$ cat src/rtl/cfgb_pkg.sv
package cfgb_pkg;
  localparam int REG_W     = 64;
  localparam int EN_BIT    = 63;
  localparam int BUS_LSB   = 52;
  localparam int DF_LSB    = 44;
  localparam int REG_LSB   = 32;
  localparam int ID_W      = 8;
  localparam int CFG_OFF_W = 12;
  localparam int DW_OFF_W  = CFG_OFF_W - 2;
  localparam int WIN_BYTES = 4;
  localparam int WIN_W     = 8 * WIN_BYTES;
  localparam int LANE_W    = $clog2(WIN_BYTES);

  // little-endian window in a big-endian space: reverse the used bytes
  function automatic logic [WIN_W-1:0] swap_win(input logic [WIN_W-1:0] v,
                                                input logic [2:0] nbytes);
    case (nbytes)
      3'd2:    return {16'h0, v[7:0], v[15:8]};
      3'd4:    return {v[7:0], v[15:8], v[23:16], v[31:24]};
      default: return {24'h0, v[7:0]};
    endcase
  endfunction
endpackage

$ cat src/rtl/cfgb_addr_reg.sv
module cfgb_addr_reg
  import cfgb_pkg::*;
(
  input  logic                clk,
  input  logic                rst,
  input  logic                wr_en,
  input  logic [REG_W-1:0]    wdata,
  output logic [REG_W-1:0]    q,
  output logic                en,
  output logic [ID_W-1:0]     bus,
  output logic [ID_W-1:0]     devfn,
  output logic [DW_OFF_W-1:0] dw_off
);
  always_ff @(posedge clk) begin
    if (rst)        q <= '0;
    else if (wr_en) q <= wdata;
  end

  assign en     = q[EN_BIT];
  assign bus    = q[BUS_LSB +: ID_W];
  assign devfn  = q[DF_LSB +: ID_W];
  assign dw_off = q[REG_LSB + 2 +: DW_OFF_W];
endmodule

$ cat src/rtl/cfgb_lane.sv
module cfgb_lane
  import cfgb_pkg::*;
(
  input  logic [LANE_W-1:0]    byte_off,
  input  logic [2:0]           nbytes,
  input  logic [WIN_W-1:0]     host_data,
  input  logic [WIN_W-1:0]     tgt_data,
  output logic [WIN_BYTES-1:0] be,
  output logic [WIN_W-1:0]     wlanes,
  output logic [WIN_W-1:0]     rvalue
);
  logic [WIN_BYTES-1:0] base_mask;
  logic [LANE_W+2:0]    bit_sh;

  always_comb begin
    case (nbytes)
      3'd2:    base_mask = 4'b0011;
      3'd4:    base_mask = 4'b1111;
      default: base_mask = 4'b0001;
    endcase
    bit_sh = {byte_off, 3'b000};
    be     = base_mask << byte_off;
    wlanes = swap_win(host_data, nbytes) << bit_sh;
    rvalue = swap_win(tgt_data >> bit_sh, nbytes);
  end
endmodule

$ cat src/rtl/cfgb_ctrl.sv
module cfgb_ctrl
  import cfgb_pkg::*;
#(
  parameter int                OFF_W          = 16,
  parameter logic [OFF_W-1:0]  ADDR_REG_OFF   = 16'h0130,
  parameter logic [OFF_W-1:0]  DATA_WIN_OFF   = 16'h0140,
  parameter int                CONV_CFG_BYTES = 256
) (
  input  logic                 clk,
  input  logic                 rst,
  input  logic                 host_req,
  input  logic                 host_we,
  input  logic [OFF_W-1:0]     host_off,
  input  logic [3:0]           host_size,
  input  logic [REG_W-1:0]     addr_q,
  input  logic                 en,
  input  logic                 present,
  input  logic                 express,
  input  logic [DW_OFF_W-1:0]  dw_off,
  input  logic [WIN_BYTES-1:0] be,
  input  logic [WIN_W-1:0]     wlanes,
  input  logic [WIN_W-1:0]     rvalue,
  input  logic                 tgt_ready,
  output logic                 addr_wr,
  output logic                 host_rsp,
  output logic [REG_W-1:0]     host_rdata,
  output logic                 tgt_req,
  output logic                 tgt_we,
  output logic [CFG_OFF_W-1:0] tgt_reg,
  output logic [2:0]           tgt_size,
  output logic [WIN_BYTES-1:0] tgt_be,
  output logic [WIN_W-1:0]     tgt_wdata
);
  localparam logic [CFG_OFF_W:0] CONV_LIMIT = CONV_CFG_BYTES[CFG_OFF_W:0];
  localparam logic [REG_W-1:0]   ALL_ONES   = '1;

  logic                 accept, win_hit, addr_hit, size_ok, in_range, go;
  logic [CFG_OFF_W-1:0] reg_off;

  always_comb begin
    accept   = host_req && !tgt_req;
    win_hit  = host_off[OFF_W-1:LANE_W] == DATA_WIN_OFF[OFF_W-1:LANE_W];
    addr_hit = (host_off == ADDR_REG_OFF) && (host_size == 4'd8);
    size_ok  = (host_size == 4'd1) || (host_size == 4'd2) || (host_size == 4'd4);
    reg_off  = {dw_off, host_off[LANE_W-1:0]};
    in_range = express || ({1'b0, reg_off} < CONV_LIMIT);
    go       = en && present && size_ok && in_range;
    addr_wr  = accept && host_we && addr_hit;
  end

  always_ff @(posedge clk) begin
    if (rst) begin
      host_rsp   <= 1'b0;
      host_rdata <= '0;
      tgt_req    <= 1'b0;
      tgt_we     <= 1'b0;
      tgt_reg    <= '0;
      tgt_size   <= '0;
      tgt_be     <= '0;
      tgt_wdata  <= '0;
    end else begin
      host_rsp <= 1'b0;
      if (tgt_req) begin
        if (tgt_ready) begin
          tgt_req    <= 1'b0;
          host_rsp   <= 1'b1;
          host_rdata <= tgt_we ? ALL_ONES : {{(REG_W-WIN_W){1'b0}}, rvalue};
        end
      end else if (accept) begin
        if (win_hit && go) begin
          tgt_req   <= 1'b1;
          tgt_we    <= host_we;
          tgt_reg   <= reg_off;
          tgt_size  <= host_size[2:0];
          tgt_be    <= be;
          tgt_wdata <= wlanes;
        end else begin
          host_rsp   <= 1'b1;
          host_rdata <= (!win_hit && addr_hit && !host_we) ? addr_q : ALL_ONES;
        end
      end
    end
  end
endmodule

$ cat src/rtl/cfg_window_bridge.sv
module cfg_window_bridge
  import cfgb_pkg::*;
#(
  parameter int                OFF_W          = 16,
  parameter logic [OFF_W-1:0]  ADDR_REG_OFF   = 16'h0130,
  parameter logic [OFF_W-1:0]  DATA_WIN_OFF   = 16'h0140,
  parameter int                CONV_CFG_BYTES = 256
) (
  input  logic                 clk,
  input  logic                 rst,
  input  logic                 host_req_i,
  input  logic                 host_we_i,
  input  logic [OFF_W-1:0]     host_off_i,
  input  logic [3:0]           host_size_i,
  input  logic [REG_W-1:0]     host_wdata_i,
  output logic                 host_rsp_o,
  output logic [REG_W-1:0]     host_rdata_o,
  output logic [ID_W-1:0]      tgt_bus_o,
  output logic [ID_W-1:0]      tgt_devfn_o,
  input  logic                 tgt_present_i,
  input  logic                 tgt_express_i,
  output logic                 tgt_req_o,
  output logic                 tgt_we_o,
  output logic [CFG_OFF_W-1:0] tgt_reg_o,
  output logic [2:0]           tgt_size_o,
  output logic [WIN_BYTES-1:0] tgt_be_o,
  output logic [WIN_W-1:0]     tgt_wdata_o,
  input  logic                 tgt_ready_i,
  input  logic [WIN_W-1:0]     tgt_rdata_i
);
  logic [REG_W-1:0]     cfg_addr_q;
  logic                 cfg_en;
  logic [DW_OFF_W-1:0]  cfg_dw_off;
  logic                 addr_wr;
  logic [LANE_W-1:0]    lane_off;
  logic [2:0]           lane_size;
  logic [WIN_BYTES-1:0] lane_be;
  logic [WIN_W-1:0]     lane_wdata, lane_rvalue;

  cfgb_addr_reg u_addr (
    .clk    (clk),
    .rst    (rst),
    .wr_en  (addr_wr),
    .wdata  (host_wdata_i),
    .q      (cfg_addr_q),
    .en     (cfg_en),
    .bus    (tgt_bus_o),
    .devfn  (tgt_devfn_o),
    .dw_off (cfg_dw_off)
  );

  // new request picks lanes from host inputs; open request from held fields
  assign lane_off  = tgt_req_o ? tgt_reg_o[LANE_W-1:0] : host_off_i[LANE_W-1:0];
  assign lane_size = tgt_req_o ? tgt_size_o : host_size_i[2:0];

  cfgb_lane u_lane (
    .byte_off  (lane_off),
    .nbytes    (lane_size),
    .host_data (host_wdata_i[WIN_W-1:0]),
    .tgt_data  (tgt_rdata_i),
    .be        (lane_be),
    .wlanes    (lane_wdata),
    .rvalue    (lane_rvalue)
  );

  cfgb_ctrl #(
    .OFF_W          (OFF_W),
    .ADDR_REG_OFF   (ADDR_REG_OFF),
    .DATA_WIN_OFF   (DATA_WIN_OFF),
    .CONV_CFG_BYTES (CONV_CFG_BYTES)
  ) u_ctrl (
    .clk        (clk),
    .rst        (rst),
    .host_req   (host_req_i),
    .host_we    (host_we_i),
    .host_off   (host_off_i),
    .host_size  (host_size_i),
    .addr_q     (cfg_addr_q),
    .en         (cfg_en),
    .present    (tgt_present_i),
    .express    (tgt_express_i),
    .dw_off     (cfg_dw_off),
    .be         (lane_be),
    .wlanes     (lane_wdata),
    .rvalue     (lane_rvalue),
    .tgt_ready  (tgt_ready_i),
    .addr_wr    (addr_wr),
    .host_rsp   (host_rsp_o),
    .host_rdata (host_rdata_o),
    .tgt_req    (tgt_req_o),
    .tgt_we     (tgt_we_o),
    .tgt_reg    (tgt_reg_o),
    .tgt_size   (tgt_size_o),
    .tgt_be     (tgt_be_o),
    .tgt_wdata  (tgt_wdata_o)
  );
endmodule

$ cat config.mk
export PLATFORM = sky130hd
export DESIGN_NAME = cfg_window_bridge
export DESIGN_NICKNAME = d
export VERILOG_FILES = /design/src/rtl/cfgb_pkg.sv /design/src/rtl/cfgb_addr_reg.sv /design/src/rtl/cfgb_lane.sv /design/src/rtl/cfgb_ctrl.sv /design/src/rtl/cfg_window_bridge.sv
export SDC_FILE = /design/constraint.sdc
export NUM_CORES = 1
export LEC_CHECK = 0
export BUFFER_PORTS_ARGS = -buffer_cell sky130_fd_sc_hd__clkbuf_2
export CORE_ASPECT_RATIO = 1.5
export CORE_UTILIZATION = 50
export CTS_CLUSTER_DIAMETER = 100
export CTS_CLUSTER_SIZE = 14
export DETAILED_ROUTE_END_ITERATION = 7
export HOLD_SLACK_MARGIN = 0.1
export MAX_ROUTING_LAYER = met4
export PLACE_DENSITY = 0.89
export SLEW_MARGIN = 20
export SYNTH_ARGS = -nofsm -noshare
export SYNTH_HDL_FRONTEND = slang
export SYNTH_SLANG_ARGS = --single-unit
$ cat constraint.sdc
create_clock -name clk -period 2.8 [get_ports clk]
set_input_delay 0.28 -clock clk [delete_from_list [all_inputs] [get_ports clk]]
set_output_delay 0.28 -clock clk [all_outputs]
set_load 0.05 [all_outputs]
==> results of run 1 <==
==> Yosys cell counts, types with 9 or more instances <==
| master | instances |
|---|---|
| sky130_fd_sc_hd__nand2_1 | 249 |
| sky130_fd_sc_hd__dfxtp_1 | 182 |
| sky130_fd_sc_hd__a21oi_1 | 128 |
| sky130_fd_sc_hd__nor2_1 | 70 |
| sky130_fd_sc_hd__clkbuf_1 | 63 |
| sky130_fd_sc_hd__mux2i_1 | 48 |
| sky130_fd_sc_hd__o21bai_1 | 47 |
| sky130_fd_sc_hd__a211oi_1 | 41 |
| sky130_fd_sc_hd__o21ai_0 | 38 |
| sky130_fd_sc_hd__buf_2 | 23 |
| sky130_fd_sc_hd__buf_4 | 18 |
| sky130_fd_sc_hd__nor3_1 | 17 |
| sky130_fd_sc_hd__a311oi_1 | 16 |
| sky130_fd_sc_hd__nand3b_1 | 12 |
| sky130_fd_sc_hd__o211ai_1 | 10 |
| sky130_fd_sc_hd__inv_1 | 9 |
| sky130_fd_sc_hd__nor3b_1 | 9 |
==> cells by family (layout without fill, tap and decap cells) <==
| kind of cell | after synthesis | count (layout) | synth area share [%] |
|---|---|---|---|
| buf+inv | 116 | 358 | 6.294 |
| mux | 52 | 52 | 6.078 |
| simple gates | 400 | 400 | 20.03 |
| compound gates | 341 | 341 | 25.55 |
| xor+xnor | 1 | 1 | 0.1008 |
| flops | 182 | 182 | 41.94 |
==> power by group <==
| part | internal (mW) | switching (mW) | total [mW] | leakage [nW] |
|---|---|---|---|---|
| logic | 0.276 | 0.617 | 0.892 | 2.71 |
| clock network | 1.19 | 1.17 | 2.37 | 0.280 |
| registers | 2.65 | 0.0366 | 2.69 | 1.49 |
==> layout make-up <==
type,instances,area (sq um)
repair buffers,317,1883
multi-input cells,794,4537
clock buffers,17,425.4
flip-flops and latches,182,3647
clock inverters,15,156.4
fillers,1352,5963
inverters,9,33.78
well taps,210,262.8
==> tightest hold or removal path, delay by kind of cell <==
kind	cells	cell delay [ps]
simple gates	1	60
buf+inv	1	110
compound gates	1	50
==> path summary, 6_finish.rpt <==
check,startpoint,end,slack [ps],cells past startpoint
worst min register to register,u_addr.q[24],u_addr.q[24],450,2
worst max-delay path,u_ctrl.tgt_req,u_ctrl.tgt_wdata[22],270,7
worst max register to register,u_ctrl.tgt_req,u_ctrl.tgt_wdata[22],270,7
worst min-delay path,host_wdata_i[30],u_addr.q[30],120,3
==> through the flow <==
step | util [%] | instance area [sq um] | hold WS [ps]
after global routing | 64.73 | 10950 | 126.2
after CTS | 64.68 | 10940 | 108.1
after detailed placement | 59.17 | 10000 | 443.6
after global placement | 59.17 | 10000 | 437.8
final | 64.73 | 10950 | 115.5
after floorplan | - | 8687 | 420.5
==> metal layers <==
metal	routed length [microns]	vias up
met5	0	-
met4	2022	0
met3	3018	156
met2	14890	676
met1	10850	4339
li1	-	4318
==> timing repair <==
| item | in CTS | in global routing |
|---|---|---|
| endpoints found under the hold margin | 35 | 0 |
| gates resized for setup | 0 | 2 |
| setup endpoints to repair | 0 | 30 |
| hold buffers | 35 | 0 |
==> results.tsv, run 1 <==
stage	metric	value	unit
outcome	run_status	finished clean	
global_routing	grt_remaining_overflow	0	
global_routing	grt-busiest-layer	met2	
final_layout	final_instance_count_without_filler_cells	1544	
timing	finalSetupViolations	0	
final_layout	final_layout_size_suffix_gt1_share	24.44	%
power	static-leakage-power	4.475	nW
global_routing	number_of_global_route_vias_before_repair	9001	
detailed_routing	number_of_vias_in_the_routed_layout	9489	
power	power.ir.vdd_worst	0.4616	mV
final_layout	mostFrequentLayoutCells	sky130_fd_sc_hd__clkbuf_2, sky130_fd_sc_hd__nand2_1, sky130_fd_sc_hd__dfxtp_1	
yosys	ys_warn_count	0	
final_layout	design.final.nets	1444	
yosys	netlist_instances	1092	
global_routing	grt_util_met2	55.72	%
die	core	16910	sq um
detailed_routing	viasPerCell	6.146	
yosys	area_fraction_of_the_dominant_cell_type_after_synthesis	41.94	%
detailed_routing	final_antenna_net_count	0	
final_layout	final_common_cell	sky130_fd_sc_hd__clkbuf_2	
power	power_density	543.4	nW/um^2
setup_path	worst_path_largest_cell_delay	610	ps
final_layout	area.growth.synth_to_final	26.00	%
die	overall_die_area	17920	sq um
yosys	netlist-cell-type-count	54	
timing	timing.clock.skew	11.86	ps
die	die_height	163.4	microns
clocking	clk_latency	440	ps
final_layout	n_antenna_cell	0	
clocking	cts_tree	yes	
detailed_routing	drc	0	
placed_design	placement_stage_worst_setup_slack	206.0	ps
job	drv_cap	0	
global_routing	use_met1	39.72	%
global_routing	globalRouteMet3Util	8.140	%
timing	timing.max_slew.rel_slack	44.98	%
setup_path	crit_path_arrival_time	2840	ps
setup_path	worst_path_dominant_cell_family	compound AO/OA/AOI/OAI gates	
clocking	post-cts-setup-buffer-count	0	
detailed_routing	detail_route.wl_per_cell	19.94	microns
yosys	synth_top_cells_by_area	sky130_fd_sc_hd__dfxtp_1, sky130_fd_sc_hd__nand2_1, sky130_fd_sc_hd__a21oi_1	
placed_design	buffer_ports.inserted	256	
yosys	synth_enable_flop_cells	0	
placed_design	dp_hpwl	20570	microns
setup_path	worstPathRequired	3100	ps
clocking	cts.sink_count	182	
die	floorplan.io_pins	257	
yosys	post_synth_instance_area	8687	sq um
placed_design	gpl.final_weighted_congestion	0.9666	
yosys	asyncSetResetFlopFracSynth	0	%
setup_path	endpoint_kind	register	
setup_path	timing.critical_path.buf_inv	1	
global_routing	grt_pass1_wl	46930	microns
final_layout	layout_top_registers	u_addr.q: 64 flops, u_ctrl.host_rdata: 64 flops, u_ctrl.tgt_wdata: 32 flops	
setup_path	path_cells	mux2_2, a41o_1, buf_4, nand2_1, o21ai_0, a222oi_1, a211oi_1	
placed_design	dpl.cell_count	1477	
yosys	yosys_most_used_dff	sky130_fd_sc_hd__dfxtp_1	
timing	achievable-frequency	394.9	MHz
clocking	cts-buffers-inserted	17	
timing	postLayoutSetupSlackWorst	267.5	ps
detailed_routing	detailedRoute.firstPassIterationCount	6	
clocking	clockBufferDepth	2	
yosys	synth_sequential_area_ratio	41.94	%
timing	layout_min_cycle_time	2532	ps
clocking	clk_pin_slew_worst_paths	70	ps
hold_path	timing.hold.worst.class	input pin to register	
die	fp.dieW	109.6	microns
clocking	clock_tree.root_cell	sky130_fd_sc_hd__clkbuf_16	
timing	timing_worst_slew_pin_value	819.8	ps
global_routing	grt_start_max_net_pins	92	
setup_path	cp_slowest_cell	sky130_fd_sc_hd__a222oi_1	
clocking	cts.htree.levels	4	
timing	timing_hold_violations_final	0	
timing	report.final.slew_viol_count	0	
timing	fin_tns_setup	0	ps
setup_path	critPathKind	register to register	
global_routing	grt.total_usage	35.43	%
power	totalPowerFinal	5.948	mW
yosys	yosys_reg_bits	182	
die	fp-row-count	58	
yosys	synth_largest_area_cell	sky130_fd_sc_hd__dfxtp_1	
detailed_routing	drt-total-wl	30780	microns
timing	rsz0062_at_grt	no	
die	initial_core_util	51.38	%
setup_path	worst-path-max-fanout	17	
yosys	synth.net_count	1215	
global_routing	number_of_antenna_violations_at_the_first_check_in_global_routing	0	
yosys	synth_area_per_cell	7.955	sq um
timing	final.period_utilization	90.45	%
detailed_routing	initialDrtViolationCount	870	
setup_path	worst_setup_path_start_kind	register	
No activity file was read; power rests on OpenSTA's default activity.
==> run 2: changes to the inputs <==
==> constraint.sdc (replaced) <==
create_clock -name clk -period 3 [get_ports clk]
set_input_delay 0.3 -clock clk [delete_from_list [all_inputs] [get_ports clk]]
set_output_delay 0.3 -clock clk [all_outputs]
set_load 0.05 [all_outputs]
==> run 2 against run 1 <==
  * Wire length fell by 1.9%
  * Critical path depth fell by 2
  * Combinational power fell by 8.1%
  * Total power fell by 6.3%
  * Design area fell by 1.0%
  * Clock-buffer cell count did not move
  * Worst setup slack improved by 130 ps
  * Maximum frequency fell by 2.7%
  * First-iteration DRC count rose by 33%
  * Largest power group unchanged
  * Highest routed layer unchanged
==> results.tsv, run 2 (synthesis results as in run 1) <==
stage	metric	value	unit	change
outcome	run_status	finished clean		
final_layout	post-route-util	64.07	%	-0.66 points
setup_path	worst_path_largest_cell_delay	790	ps	+180 ps
timing	timing_worst_slew_pin_value	864.8	ps	+45.01 ps
detailed_routing	final_antenna_net_count	0		unchanged
detailed_routing	initialDrtViolationCount	1154		+33%
global_routing	number_of_antenna_violations_at_the_first_check_in_global_routing	0		unchanged
die	fp-row-count	58		unchanged
timing	achievable-frequency	384.0	MHz	-2.7%
global_routing	grt_pass1_wl	45780	microns	-2.5%
timing	timing.max_slew.rel_slack	41.96	%	-3.0 points
clocking	clk_pin_slew_worst_paths	80	ps	about the same
placed_design	dp_hpwl	20510	microns	-0.28%
power	clockPowerShare	40.2	%	+0.4 points
detailed_routing	detail_route.wl_per_cell	19.66	microns	-1.4%
die	initial_core_util	51.38	%	unchanged
setup_path	path_cells	mux2_2, nand2_1, nor2_1, a222oi_1, a211oi_1		
timing	report.final.slew_viol_count	0		unchanged
final_layout	area.growth.synth_to_final	24.72	%	
power	power.ir.vdd_worst	0.3730	mV	-19%
detailed_routing	detailedRoute.firstPassIterationCount	6		unchanged
clocking	clk_latency	440	ps	about the same
global_routing	grt_start_max_net_pins	85		-7.6%
clocking	cts.htree.levels	4		unchanged
die	core	16910	sq um	unchanged
setup_path	worst-path-max-fanout	35		+18
setup_path	crit_path_arrival_time	2950	ps	+110 ps
die	overall_die_area	17920	sq um	unchanged
timing	final.period_utilization	86.80	%	-3.6 points
final_layout	final_layout_size_suffix_gt1_share	24.43	%	about the same
job	drv_cap	0		unchanged
clocking	clockBufferDepth	2		unchanged
global_routing	grt_remaining_overflow	0		unchanged
timing	rsz0062_at_grt	no		
timing	fin_tns_setup	0	ps	unchanged
detailed_routing	drc	0		unchanged
power	share_seq_of_total_power	45.1	%	about the same
global_routing	number_of_global_route_vias_before_repair	8809		-2.1%
timing	timing.clock.skew	12.48	ps	+0.6221 ps
final_layout	n_antenna_cell	0		unchanged
detailed_routing	number_of_vias_in_the_routed_layout	9449		-0.42%
hold_path	timing.hold.worst.class	input pin to register		
setup_path	endpoint_kind	register		
power	pwr-share-comb	14.7	%	-0.3 points
setup_path	critPathKind	register to register		
clocking	cts.sink_count	182		unchanged
power	intPower	3.904	mW	-5.2%
final_layout	layout_top_registers	u_addr.q: 64 flops, u_ctrl.host_rdata: 64 flops, u_ctrl.tgt_wdata: 32 flops		
final_layout	mostFrequentLayoutCells	sky130_fd_sc_hd__clkbuf_2, sky130_fd_sc_hd__nand2_1, sky130_fd_sc_hd__dfxtp_1		
final_layout	final_common_cell	sky130_fd_sc_hd__clkbuf_2		
timing	timing_hold_violations_final	0		unchanged
die	fp.dieW	109.6	microns	unchanged
die	die_height	163.4	microns	unchanged
power	static-leakage-power	4.436	nW	-0.86%
placed_design	buffer_ports.inserted	256		unchanged
final_layout	design.final.nets	1436		-0.55%
power	power_density	514.2	nW/um^2	-5.4%
clocking	cts_tree	yes		
global_routing	grt.total_usage	34.35	%	-1.1 points
placed_design	gpl.final_weighted_congestion	0.9650		-0.17%
global_routing	grt_util_met2	53.66	%	-2.1 points
timing	finalSetupViolations	0		unchanged
power	switching_share	29.92	%	-0.81 points
power	p_sw	1.667	mW	-8.8%
setup_path	timing.critical_path.buf_inv	0		-1
global_routing	use_met1	38.77	%	-0.95 points
detailed_routing	drt-total-wl	30200	microns	-1.9%
setup_path	worst_setup_path_start_kind	register		
die	floorplan.io_pins	257		unchanged
setup_path	worst_path_dominant_cell_family	multiplexers		
timing	layout_min_cycle_time	2604	ps	+71.40 ps
clocking	cts-buffers-inserted	17		unchanged
clocking	clock_tree.root_cell	sky130_fd_sc_hd__clkbuf_16		
global_routing	grt-busiest-layer	met2		
global_routing	globalRouteMet3Util	8.220	%	+0.080 points
detailed_routing	viasPerCell	6.152		about the same
setup_path	cp_slowest_cell	sky130_fd_sc_hd__mux2_2		
setup_path	worstPathRequired	3350	ps	+250 ps
## run 2: changes by cell type in the layout (fill, tap and decap cells not counted), moves of 2 or more
| cell | before | now |
|---|---|---|
| sky130_fd_sc_hd__inv_8 | 5 | 2 |
| sky130_fd_sc_hd__dlygate4sd3_1 | 35 | 28 |
| sky130_fd_sc_hd__buf_12 | 4 | 2 |
| sky130_fd_sc_hd__inv_6 | 3 | 8 |
| sky130_fd_sc_hd__clkinv_2 | 0 | 2 |
| sky130_fd_sc_hd__clkinv_4 | 3 | 0 |
## run 2: path summary, 6_finish.rpt
kind	start	endpoint	slack, ps	cells past startpoint
setup / recovery	u_ctrl.tgt_req	u_ctrl.tgt_wdata[21]	400	5
hold / removal	host_wdata_i[32]	u_addr.q[32]	100	3
setup reg to reg	u_ctrl.tgt_req	u_ctrl.tgt_wdata[21]	400	5
hold reg to reg	u_ctrl.tgt_wdata[1]	u_ctrl.tgt_wdata[1]	450	2
## run 2: stage by stage
step                instance area, sq um  hold slack (ps)  std cells  total power [mW]  setup WS (ps)
finish                             10830            100.1       1536             5.571          396.1
global route                       10830            109.0       1536             5.720          261.9
CTS                                10830            100.7       1536             5.557          518.0
detailed placement                  9972            444.2       1476             3.332          401.4
global placement                    9972            437.7       1476             3.321          478.5
floorplan                           8687            431.7       1092             3.054          409.8
## run 2: repair_timing
item | 4_1_cts | 5_1_grt
hold buffers | 28 | 0
resized for setup | 0 | 0
hold endpoints to repair | 28 | 0
buffers inserted | 0 | 0
## run 2: cell type report
| class | instances | area (sq um) |
|---|---|---|
| Multi-Input combinational cell | 794 | 4531 |
| Inverter | 9 | 33.78 |
| Fill cell | 1385 | 6075 |
| Sequential cell | 182 | 3645 |
| Clock inverter | 15 | 156.4 |
| Clock buffer | 17 | 425.4 |
| Timing Repair Buffer | 309 | 1780 |
| Tap cell | 210 | 262.8 |
## run 2: power groups by stage
| stage | logic (mW) | clock network [mW] | registers (mW) |
|---|---|---|---|
| after detailed placement | 0.767 | 0 | 2.57 |
| after floorplan | 0.283 | 0 | 2.77 |
| after global routing | 0.859 | 2.34 | 2.52 |
| after CTS | 0.798 | 2.25 | 2.51 |
| final | 0.820 | 2.24 | 2.51 |
| after global placement | 0.758 | 0 | 2.56 |
## run 2: metal layers
metal  share of wire [%]  up-vias
met1                  36     4401
li1                    -     4305
met2                  48      589
met4                 7.0        0
met3                 9.3      154
met5                   0        -
## run 2: tightest hold or removal path: stages
cell,delay [ps]
sky130_fd_sc_hd__clkbuf_2,90
sky130_fd_sc_hd__nand2_1,50
sky130_fd_sc_hd__a21oi_1,50
